===== src/rtl/pair_run_pkg.sv =====
package pair_run_pkg;

  typedef enum logic [1:0] {
    HIST_NONE = 2'd0,
    HIST_ONE  = 2'd1,
    HIST_TWO  = 2'd2
  } runHist_t;

  typedef struct packed {
    logic takeBit;   // a stream bit is examined this cycle
    logic lastOne;   // previous examined bit was 1
    logic lastPair;  // previous two examined bits were 1
  } runStrobes_t;

endpackage


===== src/rtl/pair_run_ctrl.sv =====
module pair_run_ctrl
  import pair_run_pkg::*;
(
  input  logic        clk,
  input  logic        rst,
  input  logic        bitValid,
  input  logic        bitIn,
  output runStrobes_t strobes
);

  runHist_t histQ;
  runHist_t histD;

  always_comb begin
    histD = histQ;
    if (bitValid) begin
      if (!bitIn) begin
        histD = HIST_NONE;
      end else begin
        case (histQ)
          HIST_NONE: histD = HIST_ONE;
          HIST_ONE:  histD = HIST_TWO;
          HIST_TWO:  histD = HIST_TWO;
          default:   histD = HIST_NONE;
        endcase
      end
    end
  end

  always_ff @(posedge clk) begin
    if (rst) histQ <= HIST_NONE;
    else     histQ <= histD;
  end

  always_comb begin
    strobes.takeBit  = bitValid;
    strobes.lastOne  = (histQ == HIST_ONE) || (histQ == HIST_TWO);
    strobes.lastPair = (histQ == HIST_TWO);
  end

endmodule


===== src/rtl/pair_run_dp.sv =====
module pair_run_dp
  import pair_run_pkg::*;
(
  input  runStrobes_t strobes,
  input  logic        bitIn,
  output logic        detOut
);

  logic freshPair;
  logic tailHold;

  always_comb begin
    freshPair = strobes.lastOne & bitIn;
    tailHold  = strobes.lastPair;
    detOut    = strobes.takeBit & (freshPair | tailHold);
  end

endmodule


===== src/rtl/pair_run_detect.sv =====
module pair_run_detect
  import pair_run_pkg::*;
(
  input  logic clk,
  input  logic rst,
  input  logic bitValid,
  input  logic bitIn,
  output logic detOut
);

  runStrobes_t strobes;

  pair_run_ctrl u_ctrl (
    .clk      (clk),
    .rst      (rst),
    .bitValid (bitValid),
    .bitIn    (bitIn),
    .strobes  (strobes)
  );

  pair_run_dp u_dp (
    .strobes (strobes),
    .bitIn   (bitIn),
    .detOut  (detOut)
  );

endmodule


===== config.mk =====
export PLATFORM = sky130hd
export DESIGN_NAME = pair_run_detect
export DESIGN_NICKNAME = d
export VERILOG_FILES = /design/src/rtl/pair_run_pkg.sv /design/src/rtl/pair_run_ctrl.sv /design/src/rtl/pair_run_dp.sv /design/src/rtl/pair_run_detect.sv
export SDC_FILE = /design/constraint.sdc
export NUM_CORES = 1
export LEC_CHECK = 0
export BUFFER_PORTS_ARGS = -buffer_cell sky130_fd_sc_hd__buf_4
export CORE_AREA = 8 8 45 47
export DETAILED_ROUTE_END_ITERATION = 10
export DIE_AREA = 0 0 53 55
export PLACE_DENSITY_LB_ADDON = 0.05
export SYNTH_ARGS = -nofsm -noshare
export SYNTH_HDL_FRONTEND = slang
export SYNTH_SLANG_ARGS = --single-unit
export TNS_END_PERCENT = 100

===== constraint.sdc =====
create_clock -name clk -period 2.5 [get_ports clk]
set_input_delay 0.5 -clock clk [delete_from_list [all_inputs] [get_ports clk]]
set_output_delay 0.5 -clock clk [all_outputs]
set_load 0.02 [all_outputs]

Word level (Yosys, flattened, before mapping)
Index checks and enable logic that the tools add are counted.
{"block": "totals", "out_inout_bits": 1, "input_bits": 4, "regBits": 2, "word_cells": 11}
{"block": "classes", "bitwise_logic": 3, "eq_ne": 2, "n_reduce_logical": 3, "n_mux": 2}
{"op": "2-bit case mux with 2 select lines", "count": 1}
{"op": "1-bit AND", "count": 2}
{"op": "2-bit by 1-bit == test with 1-bit output (second input constant)", "count": 1}
{"op": "2-bit == test (second input constant)", "count": 1}
{"op": "2-bit zero test", "count": 1}
{"op": "2-bit two-way mux", "count": 1}
{"op": "2-bit OR reduction", "count": 1}
{"op": "1-bit logical OR", "count": 1}
{"op": "1-bit bitwise OR", "count": 1}

Depth between registers and ports, before layout
{"block": "depth", "word_depth": 5, "ltp_mapped": 4, "depth_no_buf": 4}

Modules after synthesis
A second synthesis with hierarchy kept.
{"block": "unflattened", "cells_unflattened": 15, "area_unflattened_um2": 123.9}
{"mod": "pair_run_ctrl", "instances": 1, "cells_per_inst": 13, "seq_area_each_um2": 40.0, "area_each_um2": 112.6}
{"mod": "pair_run_dp", "instances": 1, "cells_per_inst": 2, "seq_area_each_um2": 0.0, "area_each_um2": 11.3}

Worst setup path before layout
OpenSTA, ideal clock, no wires.
{"block": "synth_timing", "path_type": "reg-to-output", "start": "register u_ctrl.histQ[1]", "end": "output port detOut", "setup_slack_ns": 0.988, "t_required_ns": 2.000, "stages_incl_launch_ff": 5, "n_path_buf": 0, "arrival_ns": 1.012, "cell_sequence": "dfxtp_1 inv_1 ha_1 a21oi_1 nor2b_1"}
{"block": "synth_via", "elab_chain_len": 5, "word_cells_on_any_way": 6, "cone_classes": "2 x eq/ne; 3 x bitwise; 1 x reduce/logical"}
{"element": "start, declared", "line": "pair_run_ctrl.sv:11", "text": "runHist_t histQ;"}
{"element": "start signal, assigned", "line": "pair_run_ctrl.sv:32", "text": "else histQ <= histD;"}
{"element": "2-bit by 1-bit == test with 1-bit output or 2-bit == test (tied branches)", "line": "pair_run_ctrl.sv:37, pair_run_ctrl.sv:38"}
{"element": "1-bit logical OR", "line": "pair_run_ctrl.sv:37", "text": "strobes.lastOne = (histQ == HIST_ONE) || (histQ == HIST_TWO);"}
{"element": "1-bit AND", "line": "pair_run_dp.sv:13", "text": "freshPair = strobes.lastOne & bitIn;"}
{"element": "1-bit bitwise OR *", "line": "pair_run_dp.sv:15", "text": "detOut = strobes.takeBit & (freshPair | tailHold);"}
{"element": "1-bit AND *", "line": "pair_run_dp.sv:15"}
{"element": "end, declared", "line": "pair_run_detect.sv:8", "text": "output logic detOut"}
Mark *: on every way between the ends. The rest lies on a longest branch, timed or not.

Worst setup path after layout
Ends and elaborated chain as after synthesis.

==> flow_summary.yaml <==
synth:
  ys_types: 7
  synth_warnings: 0
  postSynthRegisterBits: 2
  syn_nets: 20
  yosys.cell_count.top_type: "a21oi_1"
  syn_avg_cell_area_um2: 8.312
  postSynth.asyncResetShare_pct: 0
  leading_cell_types_by_total_area_after_synthesis: "dfxtp_1, ha_1, a21oi_1"
  ys_dominant_reg_cell: "dfxtp_1"
  synthDominantCellAreaShare_pct: 34.41
  postSynthCellCount: 14
  synth_edf_count: 0
  synth_largest_area_cell: "dfxtp_1"
  synth_sequential_area_ratio_pct: 34.41
  synth.cell_area_um2: 116.4
min_path:
  min-delay-path-class: "input pin to flip-flop"
  hold_path_end: "u_ctrl.histQ[1]"
  hold_depth: 2
  hold_path_startpoint: "rst"
critical_path:
  cp_class: "flip-flop to output pin"
  timing.reg2reg.setup_slack_ns: 1.52
  rr_endpoint: "u_ctrl.histQ[1]"
  worst-endpoint-required_ns: 2.00
  crit_path_end_kind: "output pin"
  length_in_cells_of_the_worst_reg_to_reg_path: 4
  crit_arrival_ns: 1.24
  startpoint_type: "flip-flop"
  reg2reg_from: "u_ctrl.histQ[1]"
  cp_max_fo: 3
cells_and_area:
  largest_register_ffs: 2
  finish.net_count: 29
  area_growth_pct: 62.36
  top_register: "u_ctrl.histQ"
  num-fill-cells: 164
  post_route_cells_drive_above_1_share_pct: 33.33
  num_antenna_cells: 0
  largest_registers_ranked_by_flip_flop_count: "u_ctrl.histQ x2"
floorplan:
  core_um2: 1384
  die-area_um2: 2915
  chipWidth_um: 53
  die_height_um: 55
  io_pins: 5
  rows: 14
  initial_utilization_pct: 8.409
sta:
  slew-limit-headroom_pct: 92.57
  final-max-slew-violation-count: 0
  fin_crit_sh_pct: 69.76
  worst_clock_skew_ns: 0.002621
  setup-tns-final_ns: 0
  finalSetupViolCount: 0
  finalHoldViolCount: 0
  post-route-min-period_ns: 1.744
  worst-slew-pin-transition_ns: 0.1113
  max_freq_mhz: 573.4
  rsz0062_at_grt: "no"
route:
  routed_vias_inst: 2.973
  vias: 110
  wirelength_um: 309
  drc_errors: 0
  antenna_violating_nets_post_route: 0
  detail_route.first_pass.iterations: 2
  drt_iter0_drc: 4
  wl_per_cell_um: 8.351
pwr:
  combPwrFrac_pct: 11.0
  p_total_mw: 0.1163
  power.switching_fraction_pct: 19.85
  power.share.sequential_pct: 29.4
  leakage_nw: 0.07526
  vdd_ir_drop_max_mv: 0.1727
  power_density_nw_per_um2: 615.5
  internal_power_of_the_cells_mw: 0.09321
  power.net_switching_mw: 0.02309
  clockPowerShare_pct: 59.5
placed_design:
  gp_congestion: 0.5337
  io_buffer_count: 4
flow_run:
  max-cap-violations: 0
clocking:
  post_cts_resize_count: 0
  ctsHtreeMaxLevel: 1
  clk_pin_slew_worst_paths_ns: 0.03
  tritoncts.num_buffers: 3
  ctsRootBufferMaster: "clkbuf_4"
  worst_skew_pair.late_latency_ns: 0.22
  max-clock-path-buffers: 2
  clock_tree_from_tritoncts: "built"
  cts.repair_timing.setup_buffer_count: 0
  cts_hold_buf: 0
  total_number_of_clock_tree_sinks: 2
grt:
  pin_count_of_the_biggest_net_entering_global_routing: 6
  grt_antenna_before_repair: 0
  grt_util_all_layers_pct: 2.782
  grt_pass1_vias: 124
  wire_length_of_the_first_global_routing_pass_um: 510
  leftover_overflow_at_the_end_of_global_routing: 0
outcome:
  run_status: "complete, no violations"
-- worst max-delay path by stage --
| stage | cells after the start | to | slack [ns] | startpoint |
|---|---|---|---|---|
| global route | 5 | detOut | 0.63 | u_ctrl.histQ[1] |
| CTS | 5 | detOut | 0.75 | u_ctrl.histQ[1] |
| global placement | 5 | detOut | 0.98 | u_ctrl.histQ[0] |
| floorplan | 4 | detOut | 0.99 | u_ctrl.histQ[1] |
| finish | 5 | detOut | 0.76 | u_ctrl.histQ[1] |
| detailed placement | 5 | detOut | 0.99 | u_ctrl.histQ[0] |
-- power by group through the flow --
stage | Clock (mW) | Combinational (mW) | Sequential (mW)
5_1_grt | 0.0820 | 0.0146 | 0.0343
6_report | 0.0692 | 0.0128 | 0.0342
2_1_floorplan | 0 | 0.00609 | 0.0344
3_5_place_dp | 0 | 0.0130 | 0.0346
3_3_place_gp | 0 | 0.0134 | 0.0347
4_1_cts | 0.0747 | 0.0131 | 0.0342
-- worst max-delay path, stage by stage, from the launching register on --
cell and delay (ns):
dfxtp_1 0.35, inv_1 0.05, ha_1 0.28, a21oi_1 0.13, nor2b_1 0.06, buf_4 0.15
-- cell families (layout without fill, tap and decap cells) --
group / count (synthesis) / after routing / synth area share (%)
AND/OR/NAND/NOR: 5 / 5 / 24.73
buffers and inverters: 2 / 9 / 6.454
flip-flops: 2 / 2 / 34.41
adder cells (fa/ha/maj): 2 / 2 / 21.50
AO/OA/AOI/OAI: 3 / 3 / 12.90
-- cells in the final DEF, fill, tap and decap left out --
master    Yosys  final
buf_4         0      4
nand2b_1      2      2
nand3_1       2      2
clkbuf_4      0      3
dfxtp_1       2      2
nor2b_1       1      1
ha_1          2      2
inv_1         2      2
a21oi_1       3      3
-- metal layers --
| layer | global-route usage, % | vias to the layer above | part of all wire (%) |
|---|---|---|---|
| li1 | - | 60 | - |
| met1 | 2.874 | 46 | 51 |
| met2 | 2.539 | 4 | 40 |
| met3 | 1.872 | 0 | 9.4 |
| met4 | 5.172 | 0 | 0 |
| met5 | 0 | - | 0 |
-- final cells by class --
class	count	area, um2	area share, %
clock buffers	3	22.52	11.92
inverters	2	7.507	3.974
multi-input cells	10	68.82	36.42
flip-flops and latches	2	40.04	21.19
well taps	16	20.02	10.60
repair buffers	4	30.03	15.89
-- metrics by stage --
step	utilization, %	cells	worst slack, ns	hold slack (ns)	instance area [um2]
floorplan	-	14	0.9882	0.4390	116.4
CTS	13.65	37	0.7454	0.4360	188.9
detailed placement	12.03	34	0.9890	0.4611	166.4
global route	13.65	37	0.6337	0.4414	188.9
finish	13.65	37	0.7560	0.4454	188.9
global placement	12.03	34	0.9810	0.4666	166.4
Power figures use the tool's default switching activity.
